## config.mk

```make
export PLATFORM = sky130hd
export DESIGN_NAME = rfm_counter
export DESIGN_NICKNAME = d
export VERILOG_FILES = /design/src/rtl/rfm_pkg.sv /design/src/rtl/rfm_edge_sync.sv /design/src/rtl/rfm_count_core.sv /design/src/rtl/rfm_readout.sv /design/src/rtl/rfm_counter.sv
export SDC_FILE = /design/constraint.sdc
export NUM_CORES = 1
export LEC_CHECK = 0
export BUFFER_PORTS_ARGS = -buffer_cell sky130_fd_sc_hd__clkbuf_2
export CAP_MARGIN = 20
export CORE_MARGIN = 2
export CORE_UTILIZATION = 55
export DETAILED_ROUTE_END_ITERATION = 12
export PLACE_DENSITY = 0.76
export SYNTH_ARGS = -nofsm -noshare
export SYNTH_HDL_FRONTEND = slang
export SYNTH_HIERARCHICAL = 1
export SYNTH_SLANG_ARGS = --single-unit
```

## constraint.sdc

```tcl
create_clock -name clk -period 2.6 [get_ports clk]
set_clock_uncertainty 0.05 [all_clocks]
set_input_delay 0.26 -clock clk [delete_from_list [all_inputs] [get_ports clk]]
set_output_delay 0.26 -clock clk [all_outputs]
set_load 0.01 [all_outputs]
```

## src/rtl/rfm_pkg.sv

```systemverilog
package rfm_pkg;

    typedef enum logic [1:0] {
        ST_IDLE = 2'd0,
        ST_ARM  = 2'd1,
        ST_RUN  = 2'd2
    } rfm_state_e;

    typedef struct packed {
        logic sel_sense;
        logic use_timer;
        logic period_mode;
    } rfm_cfg_t;

    typedef struct packed {
        rfm_state_e st;
        rfm_cfg_t   cfg;
        logic       irq;
        logic       ovf;
    } rfm_ctl_t;

    localparam int WA_CFG = 0;
    localparam int WA_CMD = 1;

    localparam int CMD_START   = 0;
    localparam int CMD_STOP    = 1;
    localparam int CMD_CLR_OVF = 2;
    localparam int CMD_CLR_IRQ = 3;

endpackage

```

## src/rtl/rfm_edge_sync.sv

```systemverilog
module rfm_edge_sync #(
    parameter int STAGES = 2
) (
    input  logic clk,
    input  logic rst_n,
    input  logic async_in,
    output logic rise
);

    typedef struct packed {
        logic [STAGES-1:0] chain;
        logic              prev;
    } sync_t;

    sync_t s_d, s_q;

    always_comb begin
        s_d       = s_q;
        s_d.chain = {s_q.chain[STAGES-2:0], async_in};
        s_d.prev  = s_q.chain[STAGES-1];
    end

    always_ff @(posedge clk or negedge rst_n) begin
        if (!rst_n) s_q <= '0;
        else        s_q <= s_d;
    end

    assign rise = s_q.chain[STAGES-1] & ~s_q.prev;

endmodule

```

## src/rtl/rfm_count_core.sv

```systemverilog
module rfm_count_core #(
    parameter int W = 16
) (
    input  logic         clk,
    input  logic         rst_n,
    input  logic         clr,
    input  logic         inc,
    output logic [W-1:0] cnt,
    output logic         ovf_hit
);

    localparam logic [W-1:0] MAXV = '1;

    logic [W-1:0] cnt_d, cnt_q;

    always_comb begin
        cnt_d   = cnt_q;
        ovf_hit = 1'b0;
        if (clr) begin
            cnt_d = '0;
        end else if (inc) begin
            if (cnt_q == MAXV) ovf_hit = 1'b1;
            else               cnt_d   = cnt_q + 1'b1;
        end
    end

    always_ff @(posedge clk or negedge rst_n) begin
        if (!rst_n) cnt_q <= '0;
        else        cnt_q <= cnt_d;
    end

    assign cnt = cnt_q;

endmodule

```

## src/rtl/rfm_readout.sv

```systemverilog
module rfm_readout #(
    parameter int CNT_W  = 16,
    parameter int NIB_W  = 4,
    parameter int ADDR_W = 3,
    localparam int NIBS  = CNT_W / NIB_W
) (
    input  logic              clk,
    input  logic              rst_n,
    input  logic              rd_en,
    input  logic [ADDR_W-1:0] rd_addr,
    input  logic [CNT_W-1:0]  cnt,
    input  logic [NIB_W-1:0]  status,
    output logic [NIB_W-1:0]  rd_data
);

    logic [CNT_W-1:0] snap_d, snap_q;
    logic [NIB_W-1:0] snap_nib [NIBS];

    for (genvar g = 0; g < NIBS; g++) begin : g_nib
        assign snap_nib[g] = snap_q[g*NIB_W +: NIB_W];
    end

    always_comb begin
        snap_d = snap_q;
        if (rd_en && rd_addr == '0) snap_d = cnt;
    end

    always_ff @(posedge clk or negedge rst_n) begin
        if (!rst_n) snap_q <= '0;
        else        snap_q <= snap_d;
    end

    always_comb begin
        rd_data = '0;
        if (rd_addr == '0) begin
            rd_data = cnt[NIB_W-1:0];
        end else if (rd_addr == ADDR_W'(NIBS)) begin
            rd_data = status;
        end else begin
            for (int i = 1; i < NIBS; i++) begin
                if (rd_addr == ADDR_W'(i)) rd_data = snap_nib[i];
            end
        end
    end

endmodule

```

## src/rtl/rfm_counter.sv

```systemverilog
module rfm_counter
    import rfm_pkg::*;
#(
    parameter int CNT_W       = 16,
    parameter int NIB_W       = 4,
    parameter int SYNC_STAGES = 2,
    localparam int NIBS       = CNT_W / NIB_W,
    localparam int ADDR_W     = $clog2(NIBS + 1)
) (
    input  logic              clk,
    input  logic              rst_n,
    input  logic              osc_in,
    input  logic              ref_tick,
    input  logic              gate_expire,
    input  logic              wr_en,
    input  logic [ADDR_W-1:0] wr_addr,
    input  logic [NIB_W-1:0]  wr_data,
    input  logic              rd_en,
    input  logic [ADDR_W-1:0] rd_addr,
    output logic [NIB_W-1:0]  rd_data,
    output logic              irq,
    output logic              ovf,
    output logic              sel_ref,
    output logic              sel_sense
);

    rfm_ctl_t         c_d, c_q;
    logic             osc_rise;
    logic             inc, cnt_clr, ovf_hit;
    logic [CNT_W-1:0] cnt;
    logic             cfg_wr, cmd_wr;
    logic             start_cmd, stop_cmd, clr_ovf_cmd, clr_irq_cmd;
    logic             busy, armed;
    logic [NIB_W-1:0] status;

    rfm_edge_sync #(.STAGES(SYNC_STAGES)) u_sync (
        .clk      (clk),
        .rst_n    (rst_n),
        .async_in (osc_in),
        .rise     (osc_rise)
    );

    rfm_count_core #(.W(CNT_W)) u_core (
        .clk     (clk),
        .rst_n   (rst_n),
        .clr     (cnt_clr),
        .inc     (inc),
        .cnt     (cnt),
        .ovf_hit (ovf_hit)
    );

    assign cfg_wr      = wr_en && (wr_addr == ADDR_W'(WA_CFG));
    assign cmd_wr      = wr_en && (wr_addr == ADDR_W'(WA_CMD));
    assign start_cmd   = cmd_wr && wr_data[CMD_START];
    assign stop_cmd    = cmd_wr && wr_data[CMD_STOP];
    assign clr_ovf_cmd = cmd_wr && wr_data[CMD_CLR_OVF];
    assign clr_irq_cmd = cmd_wr && wr_data[CMD_CLR_IRQ];

    always_comb begin
        logic gate_end;
        c_d      = c_q;
        inc      = 1'b0;
        cnt_clr  = 1'b0;
        gate_end = 1'b0;

        if (cfg_wr) c_d.cfg = rfm_cfg_t'(wr_data[2:0]);

        unique case (c_q.st)
            ST_ARM: begin
                if (osc_rise) c_d.st = ST_RUN;
            end
            ST_RUN: begin
                if (c_q.cfg.period_mode) begin
                    inc      = ref_tick;
                    gate_end = osc_rise;
                end else begin
                    inc      = osc_rise;
                    gate_end = c_q.cfg.use_timer && gate_expire;
                end
                if (gate_end) begin
                    c_d.st  = ST_IDLE;
                    c_d.irq = 1'b1;
                end
            end
            default: ;
        endcase

        if (ovf_hit)     c_d.ovf = 1'b1;
        if (clr_ovf_cmd) c_d.ovf = 1'b0;
        if (clr_irq_cmd) c_d.irq = 1'b0;
        if (stop_cmd)    c_d.st  = ST_IDLE;

        if (start_cmd) begin
            c_d.st  = c_q.cfg.period_mode ? ST_ARM : ST_RUN;
            c_d.ovf = 1'b0;
            c_d.irq = 1'b0;
            cnt_clr = 1'b1;
        end
    end

    always_ff @(posedge clk or negedge rst_n) begin
        if (!rst_n) c_q <= '{st: ST_IDLE, cfg: '0, irq: 1'b0, ovf: 1'b0};
        else        c_q <= c_d;
    end

    assign busy      = (c_q.st != ST_IDLE);
    assign armed     = (c_q.st == ST_ARM);
    assign irq       = c_q.irq;
    assign ovf       = c_q.ovf;
    assign sel_ref   = busy && !c_q.cfg.sel_sense;
    assign sel_sense = busy &&  c_q.cfg.sel_sense;
    assign status    = NIB_W'({busy, c_q.irq, c_q.ovf, armed});

    rfm_readout #(.CNT_W(CNT_W), .NIB_W(NIB_W), .ADDR_W(ADDR_W)) u_rd (
        .clk     (clk),
        .rst_n   (rst_n),
        .rd_en   (rd_en),
        .rd_addr (rd_addr),
        .cnt     (cnt),
        .status  (status),
        .rd_data (rd_data)
    );

endmodule

```

==> results of run 1 <==
-- metal layers --
layer / up-vias / GRT usage [%] / part of all wire, %
li1: 763 / - / -
met1: 764 / 31.3 / 47
met2: 70 / 33.0 / 47
met3: 6 / 5.28 / 5.7
met4: 0 / 7.40 / 0.95
met5: - / 0 / 0
-- kinds of logic after synthesis --
| family | share of synthesized area, % |
|---|---|
| AND/OR/NAND/NOR | 18.6 |
| AO/OA/AOI/OAI | 12.7 |
| flip-flops | 44.7 |
| multiplexers | 14.3 |
| buffers and inverters | 4.41 |
| XOR/XNOR | 2.88 |
| adder cells (fa/ha/maj) | 2.35 |
-- how the worst max path moves through the flow --
stage | start | end | cells past startpoint
2_1_floorplan | c_q[5] | u_core/cnt[15] | 8
3_3_place_gp | c_q[5] | u_core/cnt[15] | 7
3_5_place_dp | c_q[5] | u_core/cnt[15] | 7
4_1_cts | c_q[5] | u_core/cnt[15] | 7
5_1_grt | c_q[5] | u_core/cnt[15] | 7
6_report | c_q[5] | u_core/cnt[15] | 7
-- power by group through the flow --
stage,logic [mW],clock network [mW],registers (mW)
6_report,0.478,0.486,0.883
5_1_grt,0.533,0.523,0.902
4_1_cts,0.482,0.502,0.880
3_5_place_dp,0.477,0,0.892
3_3_place_gp,0.455,0,0.881
2_1_floorplan,0.362,0,0.843
-- cells in the final DEF (no fill, tap or decap), types with 6 or more instances in the layout --
master / count
clkbuf_2: 24
nor3_1: 7
nand3_1: 7
nor2_1: 9
nand2_1: 6
mux2_2: 6
mux2i_1: 6
o21ai_0: 7
inv_1: 10
mux2_4: 10
a21oi_1: 15
dfrtp_1: 38
-- per-stage QoR --
step / setup WS [ns] / util, % / std cells / hold WS [ns]
floorplan: 0.632 / - / 191 / -0.0856
global placement: 0.463 / 61.4 / 257 / 0.285
detailed placement: 0.349 / 61.4 / 257 / 0.291
CTS: 0.267 / 64.3 / 265 / 0.0190
global route: 0.0787 / 64.3 / 265 / 0.0162
finish: 0.241 / 64.3 / 265 / 0.0292
-- area by class of cell --
class	instances	area (um^2)	area share [%]
Clock buffer	5	68.8	2.90
Tap cell	48	60.1	2.53
Inverter	10	37.5	1.58
Multi-Input combinational cell	135	1080	45.5
Sequential cell	38	951	40.1
Timing Repair Buffer	26	135	5.69
Clock inverter	3	40.0	1.69
-- sequential cells by signal (all words and copies together), names as in the netlist --
name         flops
ovf              1
c_q              5
u_core/cnt      16
u_sync/s_d       2
irq              1
u_sync/s_q       1
u_rd/snap_q     12
==> run summary, run 1 <==
Counting flops with an async set or reset pin after synthesis yields a share of 100%. The number of vias after detailed routing was 1603; the clock net sink count was 38. In the synthesized netlist the dominant register cell turns out to be dfrtp_1. Summed over all layers, the routed wires come to 4.22 mm. For this run, the post-layout net count is 237.

The setup check on the worst reg-to-reg path leaves a slack of 0.24 ns. Setup repair after global routing left no endpoint under its margin. The slew at the pin closest to its max-slew limit works out to 0.904 ns.

The global-route wire length before repair was 7.27 mm. Measured in cells, the most critical reg-to-reg path has a length of 7. For this run, design rule violations remaining after detail routing come to 0.

The clock transition time at the flip-flop clock pins of the worst setup and hold paths was 0.07 ns. The tools report the maximum number of pins on one net before global-route repair as 39. The type of the worst min-delay path is in -> reg.

Slowest cell on the critical path: nor4_2. The area added between synthesis and finish was 11.7%; the first-pass iteration count of the detailed router was 4. Across the VDD grid, the largest voltage drop is 0.000423 V. In this run, synthesis inferred 0 flip-flops with an integrated enable. The worst setup path is of the reg -> reg kind. For this run the aggregate overflow at the end of global routing stands at 0. After legalization and detailed placement, the total HPWL measured 3.14 mm.

The CTS buffer count was 5. The post-synthesis sequential element count was 38. Net switching is 31.5% of the power. The width of the die works out to 66.2 um.

After synthesis the cells add up to 2130 um^2. The endpoint of the worst hold-timing path was u_sync/s_d[2]. For this design the static power due to leakage is 1.05 nW. Setup violations remaining at the end of the flow were counted as 0.

In this run the power density over the cells is 778 nW/um^2. The endpoint of the worst-slack reg-to-reg timing path is u_core/cnt[15]. The final RePlAce weighted congestion is 0.863, and the count of filler cells inserted in the layout is 289. Along the worst path, the maximum fanout reaches 6. The tool flagged a number of max-cap violations equal to 0. In this run, post-CTS hold repair placed 0 buffers. The number of buffers inserted to repair setup after CTS is 0, and the number of design-rule violations left by the first detailed-router iteration is 105. The type of origin of the critical path was a flip-flop. The run gives 2.74 ns as the endpoint required time on the critical path.

Once detail routing completed, the nets flagged for antenna violations numbered 0. Final sum of negative setup slack: 0 ns. Static timing analysis puts the maximum clock frequency at 0.424 GHz. In this run the standard cell core region covers 3690 um^2. The count of cell types in the netlist came out at 52. The share of final-layout standard cells stronger than drive strength 1 is 28.1%.

The cell type contributing the most total cell area after synthesis was dfrtp_1. The design draws 1.85 mW. The run gives 1544 as the via count of the first global-routing pass. After synthesis, the cell types taking the most area are dfrtp_1 (45%), mux2_4 (7.1%), a21oi_1 (3.5%). Dividing the detail-routed via count by the number of cells gives 6.05. The floorplan has 22 rows.

After technology mapping, the gate count stands at 191. Shortest clock period the worst path allows after layout: 2.36 ns. The total number of yosys warnings is 6. The final number of max-transition violations was 0; the number of stages on the worst hold path was 1. The flow ran to the end, and the final reports show no timing, DRC or antenna violations.

After synthesis, the most frequently instantiated cells are dfrtp_1 (38), a21oi_1 (15), inv_1 (10), mux2_4 (10), nor2_1 (9). The fraction of the yosys area taken by sequential cells was 44.7%; the top-level I/O count was 25. The top cell type by area accounts for 44.7% of the synthesized area.

The critical path goes through inv_1, ha_1, nor2b_1, nand4_1, nor4_2, a21oi_1, a311oi_1. In this run the cell area measured after placement is 2260 um^2. The number of H-tree levels was 2. The final design instance area without fill came out at 2370 um^2.

The worst hold path begins at osc_in. The analysis attributes to net switching a power of 0.582 mW. The floorplan die area was 4380 um^2; the portion of total power attributed to combinational logic was 25.9%. The most frequent cell after synthesis was dfrtp_1.

The delay of the slowest cell on the worst path is 0.46 ns, and the insertion delay of the later-clocked pin in the worst-skew pair is 0.29 ns. For this run, the total global-route usage over all layers was measured as 22.0%. The mean cell area of the mapped netlist was 11.1 um^2; the post-cts resize count was 0.

Counting along the longest clock path gives a buffer depth of 2. Number of port buffers: 24. For the diode insertion count for antenna repair, the log shows 0. The clock power share came out at 26.3%. Of the available clock period, the critical path in the final layout requires 90.7%. The tools report the clock root buffer master as clkbuf_8. For the critical path data arrival time, the log shows 2.50 ns. TritonCTS built the clock tree. Number of buffers and inverters on the critical path: 1.

Per report_power, the sequential group accounts for 47.8% of the total. Measured against its own limit, the worst slew margin works out to 39.7%. The number of nets handed over by synthesis was 212. The starting utilization of the core area came out at 57.6%. Dividing the detail-routed wire length by the instance count gives 15.9 um. For the number of antenna violations at the first check in global routing, the log shows 0. Internal power comes to 1.27 mW. The startpoint of the most critical register-to-register path was c_q[5]. The nature of the critical path endpoint was a flip-flop.

The floorplan step set the die height to 66.2 um. The top cell family by delay on the critical path is simple AND/OR/NAND/NOR gates. For the final number of hold-violating endpoints, the log shows 0.
No activity file was read; power rests on OpenSTA's default activity.
==> run 2, diff against run 1 <==
ABC_AREA = 1   (was not set)
HOLD_SLACK_MARGIN = 0.15   (was not set)
PLACE_DENSITY = 0.77   (was 0.76)
==> run summary, run 2 <==
The mean cell area of the mapped netlist is 7.18 um^2 (-35%). The post-synthesis sequential element count works out to 38 (unchanged). The logs give 4.70 mm (+11%) for the total wire length after detailed routing and 366 (+73%) for the synthesized net count. The tools report the final sum of negative setup slack as 0 ns (unchanged).

The tools report the clock root buffer master as clkbuf_8. HPWL reported at the end of detailed placement: 3.65 mm (+17%). Yosys attributes the largest share of cell area to dfrtp_1 (38%), nand2_1 (19%), nand3_1 (6.7%). The final number of hold-violating endpoints was 0 (unchanged).

The share of final-layout standard cells stronger than drive strength 1 came out at 20.2% (-7.9 points). The library cell used most frequently in the layout, excluding fill and tap cells, is nand2_1. The final design instance area without fill is 2700 um^2 (+14%), and the clock transition time at the flip-flop clock pins of the worst setup and hold paths is 0.07 ns (about the same).

The summed instance area of the synthesized netlist is 2480 um^2 (+17%). The nature of the critical path endpoint was a flip-flop. The endpoint required time on the critical path is 2.73 ns (about the same). For the count of filler cells inserted in the layout, the log shows 402 (+39%). The buffer levels on the longest clock path is 2 (unchanged). The critical path starts at c_q[5]. The number of placed cells counting well taps is 415 (+61%), and the routed length per placed instance is 11.1 um (-30%). The most frequent cell after synthesis is nand2_1. The worst-case reg-to-reg path depth was 9 (+2); the number of antenna violations at the first check in global routing was 0 (unchanged).

The peak ir drop on the vdd network came out at 0.000263 V (-38%). Type of the worst min-delay path: in -> reg. The run gives 0.83 ns (+0.59 ns) as the slack of the worst reg-to-reg path. The run finished with clean final reports.

Floorplan die area: 5060 um^2 (+16%). The number of enable-type register cells in the synthesized netlist works out to 0 (unchanged). The run gives 38 (unchanged) as the clock net sink count. The power per unit of standard cell area came out at 571 nW/um^2 (-27%). The final RePlAce weighted congestion is 0.926 (+7.3%), and the period utilization is 68.1% (-23 points). For the number of vias after detailed routing, the log shows 2145 (+34%). The area share of the largest cell type after synthesis works out to 38.4% (-6.4 points).

For the total of endpoints with negative setup slack in the final report, the log shows 0 (unchanged). The instance count of the mapped netlist is 345 (+81%). The tools report the fraction of the yosys area taken by sequential cells as 38.4% (-6.4 points). The commonest cells after synthesis are nand2_1 (127), inv_1 (41), dfrtp_1 (38). The tools report the end point of the critical path as u_core/cnt[12].

The number of port buffers works out to 24 (unchanged). The post-placement cell area is 2610 um^2 (+15%), and the number of standard cells in the layout, taps in and fillers out is 424 (+60%). The synthesized design spends more area on one cell type than any other, namely dfrtp_1.

Register area: 951 um^2 (unchanged). The average vias per placed instance is 5.06 (-16%). Setup repair after global routing left no endpoint under its margin. The tools report the number of design-rule violations left by the first detailed-router iteration as 94 (-10%). Top-level I/O count: 25 (unchanged). The worst setup path is launched from a flip-flop. The global-route usage over all layers was 20.5% (-1.5 points).

The run gives 39 (unchanged) as the maximum number of pins on one net before global-route repair. The run gives 4350 um^2 (+18%) as the standard cell core area. The run gives 1.44 nW (+37%) as the static leakage power. Endpoint of the worst-slack reg-to-reg timing path: u_core/cnt[12]. For the post-place setup slack, the log shows 0.744 ns (+0.396 ns). The insertion delay of the later-clocked pin in the worst-skew pair is 0.29 ns (about the same), and the final number of max-transition violations is 0 (unchanged). The overall die height came out at 71.1 um (+7.5%). Area added between synthesis and finish: 9.09%. The library cells used most frequently in the layout, excluding fill and tap cells, are nand2_1 (127), inv_1 (41), dfrtp_1 (38).

The type of the worst setup path was reg -> reg. Maximum fanout along the worst path: 26 (+20). For the global-route wire length before repair, the log shows 8.20 mm (+13%). The critical path data arrival time is 1.90 ns (-0.60 ns). The area of the multi-input gates was 1280 um^2 (+18%); the final net count was 393 (+66%). Diode insertion count for antenna repair: 0 (unchanged). The smallest hold slack was 0.187 ns (+0.158 ns); the number of design rule violations left after detail routing was 0 (unchanged).

For the post-route antenna net violation count, the log shows 0 (unchanged). The run gives 32 (-38%) as the count of cell types in the netlist. The shortest clock period the worst path allows after layout was 1.77 ns (-0.589 ns). Startpoint of the most critical register-to-register path: c_q[5]. Worst path setup slack after routing: 0.830 ns (+0.589 ns).

The tools report the site row count as 24 (+9.1%). The share of async-settable or async-resettable flops after synthesis was 100% (unchanged). The most used flip-flop cell after synthesis is dfrtp_1.

The flip-flop count of the largest register after layout came out at 16 (unchanged). The global-route congestion overflow total is 0 (unchanged), and the slew at the pin closest to its max-slew limit is 0.905 ns (+0.00109 ns). The tools report the number of H-tree levels as 2 (unchanged). The width of the die was 71.1 um (+7.5%); the worst max-slew margin expressed relative to the limit was 39.6% (-0.072 points).

The number of maximum-capacitance violations was 0 (unchanged). The fmax is 0.565 GHz (+33%), and the starting utilization of the core area is 56.9% (-0.71 points). The total number of yosys warnings was 6 (unchanged); the via count of the first global-routing pass was 1911 (+24%). The first-pass iteration count of the detailed router is 5 (+1). TritonCTS built the clock tree.

The CTS buffer count was 5 (unchanged). The run gives 0 (unchanged) as the number of buffers inserted to repair setup after CTS.
[run 2: layer usage]
layer  track usage [%]  part of all wire [%]  vias to the layer above  wire [um]
met4              7.34                   1.3                        0         59
met2              32.8                    45                       35       2130
met1              28.0                    50                      986       2350
met3              3.85                   3.2                        7        152
met5                 0                     0                        -          0
li1                  -                     -                     1117          -
[run 2: area by class of cell]
type                    instances  share of cell area, %
clock buffers                   5                   2.55
clock inverters                 2                  0.370
inverters                      48                   6.71
multi-input cells             252                   47.3
flip-flops and latches         38                   35.2
well taps                      52                   2.41
repair buffers                 27                   5.46
[run 2: timing repair]
item                      CTS  global route
hold endpoints to repair   39             0
resized for setup           0             0
hold buffers                2             0
[run 2: power breakdown]
| group | switching (mW) | total (mW) | leakage, nW | internal, mW |
|---|---|---|---|---|
| sequential | 0.0794 | 0.737 | 0.503 | 0.658 |
| clock | 0.198 | 0.378 | 0.0438 | 0.180 |
| combinational | 0.271 | 0.429 | 0.889 | 0.157 |
| total | 0.549 | 1.54 | 1.44 | 0.995 |
[run 2: worst max-delay path: stages (launching register included)]
cell and delay [ns]:
dfrtp_1 0.40, inv_1 0.08, ha_1 0.22, o21ai_0 0.10, a21oi_1 0.20, nor2_1 0.06
inv_1 0.17, nand2_8 0.16, nor2_1 0.16, nor2_2 0.04
[run 2: worst min path at each step]
stage / endpoint / cells after the start / slack, ns / start
CTS: c_q[4] / 3 / 0.19 / wr_data[2]
detailed placement: u_sync/s_d[0] / 0 / 0.29 / u_sync/s_d[2]
floorplan: c_q[2] / 0 / -0.09 / rst_n
global placement: u_sync/s_d[0] / 0 / 0.28 / u_sync/s_d[2]
finish: c_q[4] / 3 / 0.19 / wr_data[2]
global route: c_q[4] / 3 / 0.20 / wr_data[2]
[run 2: cell families (layout without fill, tap and decap cells)]
| group | Yosys count | count (layout) | share of synthesized area, % |
|---|---|---|---|
| and+or+nand+nor | 220 | 220 | 42.1 |
| buffers and inverters | 55 | 82 | 9.99 |
| DFF | 38 | 38 | 38.4 |
| AOI/OAI and AO/OA | 27 | 27 | 7.17 |
| adders and majority gates | 4 | 4 | 2.02 |
| xor gates and xnor gates | 1 | 1 | 0.353 |
[run 2: stage by stage]
stage / util [%] / total power [mW]
floorplan: - / 1.07
global placement: 59.8 / 1.17
detailed placement: 59.8 / 1.18
CTS: 62.1 / 1.56
global route: 62.1 / 1.65
finish: 62.1 / 1.54
==> run 3, diff against run 2 <==
CORE_UTILIZATION = 53   (was 55)
PLACE_DENSITY = 0.78   (was 0.77)
clock period = 1.6 ns   (was 2.6 ns; I/O delays follow)
==> run summary, run 3 (synthesis gave the netlist of run 2 again) <==
The flow ran to the end, but the final reports show violations. The checks that failed: negative setup slack. The critical path data arrival time is 1.83 ns (-0.07 ns), and the area added between synthesis and finish is 24.7%.

The logs give 0 (unchanged) for the post-route antenna net violation count and -0.0414 ns (-0.871 ns) for the worst path setup slack after routing. The run gives 69.6% (+7.5 points) as the final core area utilization. Setup repair after global routing could not meet its margin everywhere. Peak ir drop on the vdd network: 0.000517 V (+96%). The maximum fanout along the worst path is 6 (-77%), and the diode insertion count for antenna repair is 0 (unchanged). STA classifies the critical path startpoint as a flip-flop. Leaving out fill and tap cells, the most frequent cell in the layout is nand2_1. The power per unit of standard cell area was 1070 nW/um^2 (+87%).

The tools report the clock root buffer master as clkbuf_8. Shortest clock period the worst path allows after layout: 1.64 ns (-0.129 ns). The number of maximum-capacitance violations was 0 (unchanged). The switching fraction of total power is 33.9% (-1.7 points). The period utilization was 103% (+34 points); the net switching power of the design was 1.12 mW (+100%).

The first-pass iteration count of the detailed router is 6 (+1). Share of final-layout standard cells stronger than drive strength 1: 28.1% (+8.0 points). The clock transition time at the flip-flop clock pins of the worst setup and hold paths was 0.08 ns (about the same); the number of antenna violations at the first check in global routing was 0 (unchanged). The run gives 2378 (+11%) as the number of vias after detailed routing. The tools report the internal power as 2.18 mW (+120%). The number of design rule violations left after detail routing came out at 0 (unchanged). The total wire length after detailed routing was 6.35 mm (+35%); the via count of the first global-routing pass was 2090 (+9.4%). For the HPWL reported at the end of detailed placement, the log shows 3.94 mm (+7.9%). The share of total power in sequential cells was 35.8% (-12 points). Type of the worst min-delay path: in -> reg. The slew at the pin closest to its max-slew limit is 0.484 ns (-0.421 ns), and the starting utilization of the core area is 55.8% (-1.2 points).

TritonCTS built the clock tree. The number of standard cells in the layout, taps in and fillers out was 450 (+6.1%). The total of endpoints with negative setup slack in the final report is 13 (+13), and the fmax is 0.609 GHz (+7.9%). Nature of the critical path endpoint: a flip-flop. The tools report the final number of max-transition violations as 0 (unchanged). The final design instance area without fill was 3090 um^2 (+14%). The final net count came out at 418 (+6.4%). For the site row count, the log shows 24 (unchanged).

For the top-level I/O count, the log shows 25 (unchanged). For the global-route wire length before repair, the log shows 9.23 mm (+13%). The tools report the number of design-rule violations left by the first detailed-router iteration as 175 (+86%).

The startpoint of the most critical register-to-register path is u_core/cnt[1]. For the final number of hold-violating endpoints, the log shows 0 (unchanged). The critical path is of the reg -> reg type. The global-route congestion overflow total was 0 (unchanged); the routed length per placed instance was 14.1 um (+27%).

Worst max-slew margin expressed relative to the limit: 67.7% (+28 points). Endpoint required time on the critical path: 1.79 ns (-0.94 ns). The maximum number of pins on one net before global-route repair came out at 39 (unchanged). The number of port buffers is 24 (unchanged).

The number of stages on the worst hold path is 4 (+1). The post-placement cell area was 2700 um^2 (+3.7%). The worst-case reg-to-reg path depth was 9 (unchanged); the flip-flop count of the largest register after layout was 16 (unchanged).

For the number of placed cells counting well taps, the log shows 428 (+3.1%). The global-route usage over all layers was 22.7% (+2.2 points). The worst register-to-register path ends at ovf. The tools report the post-place setup slack as 0.0279 ns (-0.716 ns). The slack of the worst reg-to-reg path was -0.04 ns (-0.87 ns). The clock net sink count is 38 (unchanged). The overall power after layout was 3.29 mW (+110%); the average vias per placed instance was 5.28 (+4.5%).

The tools report the worst min-delay path startpoint as wr_data[0]. The number of H-tree levels is 2 (unchanged), and the CTS buffer count is 5 (unchanged). The floorplan die area came out at 5240 um^2 (+3.6%).

The overall die height came out at 72.4 um (+1.8%). The run gives 4440 um^2 (+2.1%) as the standard cell core area. The insertion delay of the later-clocked pin in the worst-skew pair was 0.29 ns (about the same); the width of the die was 72.4 um (+1.8%). For hold timing, the worst endpoint is irq. The run gives 33.2% (+5.4 points) as the portion of total power attributed to combinational logic. Buffer levels on the longest clock path: 2 (unchanged). The final RePlAce weighted congestion came out at 0.843 (-8.9%).

The static leakage power came out at 1.58 nW (+10%). In the layout the commonest cells are nand2_1 (126), dfrtp_1 (38), inv_1 (37). The run gives 31.0% (+6.5 points) as the clock power share.
-- run 3: cell count changes in the layout (fill, tap and decap cells not counted), moves of 3 or more --
cell,delta
buf_4,+17
inv_2,+3
nand2_8,+4
inv_1,-4
o21ai_0,-3
ha_1,-3
dlygate4sd3_1,+4
-- run 3: area by class of cell --
type,instances,area [um^2]
multi-input combinational,255,1410
fill,332,1350
sequential,38,951
timing repair buffer,49,327
inverter,48,195
clock buffer,6,82.6
tap,52,65.1
clock inverter,2,60.1
-- run 3: metal layers --
| layer | vias to the layer above | global-route usage (%) | routed length, um |
|---|---|---|---|
| met2 | 76 | 38.4 | 3140 |
| met5 | - | 0 | 0 |
| met1 | 1107 | 29.4 | 2720 |
| met3 | 17 | 4.31 | 312 |
| met4 | 0 | 7.61 | 187 |
| li1 | 1178 | - | - |
-- run 3: repair_timing --
item,CTS,global route
cloned,0,3
resized for setup,3,25
endpoints found under the hold margin,44,0
buffers inserted,1,4
endpoints found under the setup margin,1,18
pin swaps,1,15
hold buffers,6,0
-- run 3: worst max path at each step --
stage,start,to,slack [ns]
6_report,u_core/cnt[1],ovf,-0.04
5_1_grt,u_core/cnt[0],ovf,-0.11
4_1_cts,c_q[6],u_core/cnt[12],-0.02
3_5_place_dp,c_q[5],u_core/cnt[12],0.03
3_3_place_gp,c_q[5],u_core/cnt[12],0.08
2_1_floorplan,c_q[5],u_core/cnt[12],0.04
-- run 3: power by group through the flow --
| stage | Clock [mW] | Combinational (mW) | Sequential [mW] |
|---|---|---|---|
| global placement | 0 | 0.793 | 1.18 |
| global route | 1.07 | 1.18 | 1.19 |
| floorplan | 0 | 0.560 | 1.18 |
| finish | 1.02 | 1.09 | 1.18 |
| CTS | 1.04 | 0.860 | 1.17 |
| detailed placement | 0 | 0.820 | 1.19 |
-- run 3: worst max-delay path: stages (launching register included) --
cell	delay [ns]
dfrtp_1	0.36
ha_2	0.19
nand2_2	0.08
nor2_4	0.20
nand2_4	0.09
nor2_4	0.18
nand2_8	0.14
nor2_4	0.15
o21ai_1	0.07
inv_1	0.07
-- run 3: stage by stage --
| step | TNS, ns | hold slack, ns |
|---|---|---|
| after floorplan | 0 | -0.186 |
| after global placement | 0 | 0.189 |
| after detailed placement | 0 | 0.195 |
| after CTS | -0.0285 | 0.152 |
| after global routing | -1.54 | 0.191 |
| final | -0.193 | 0.165 |
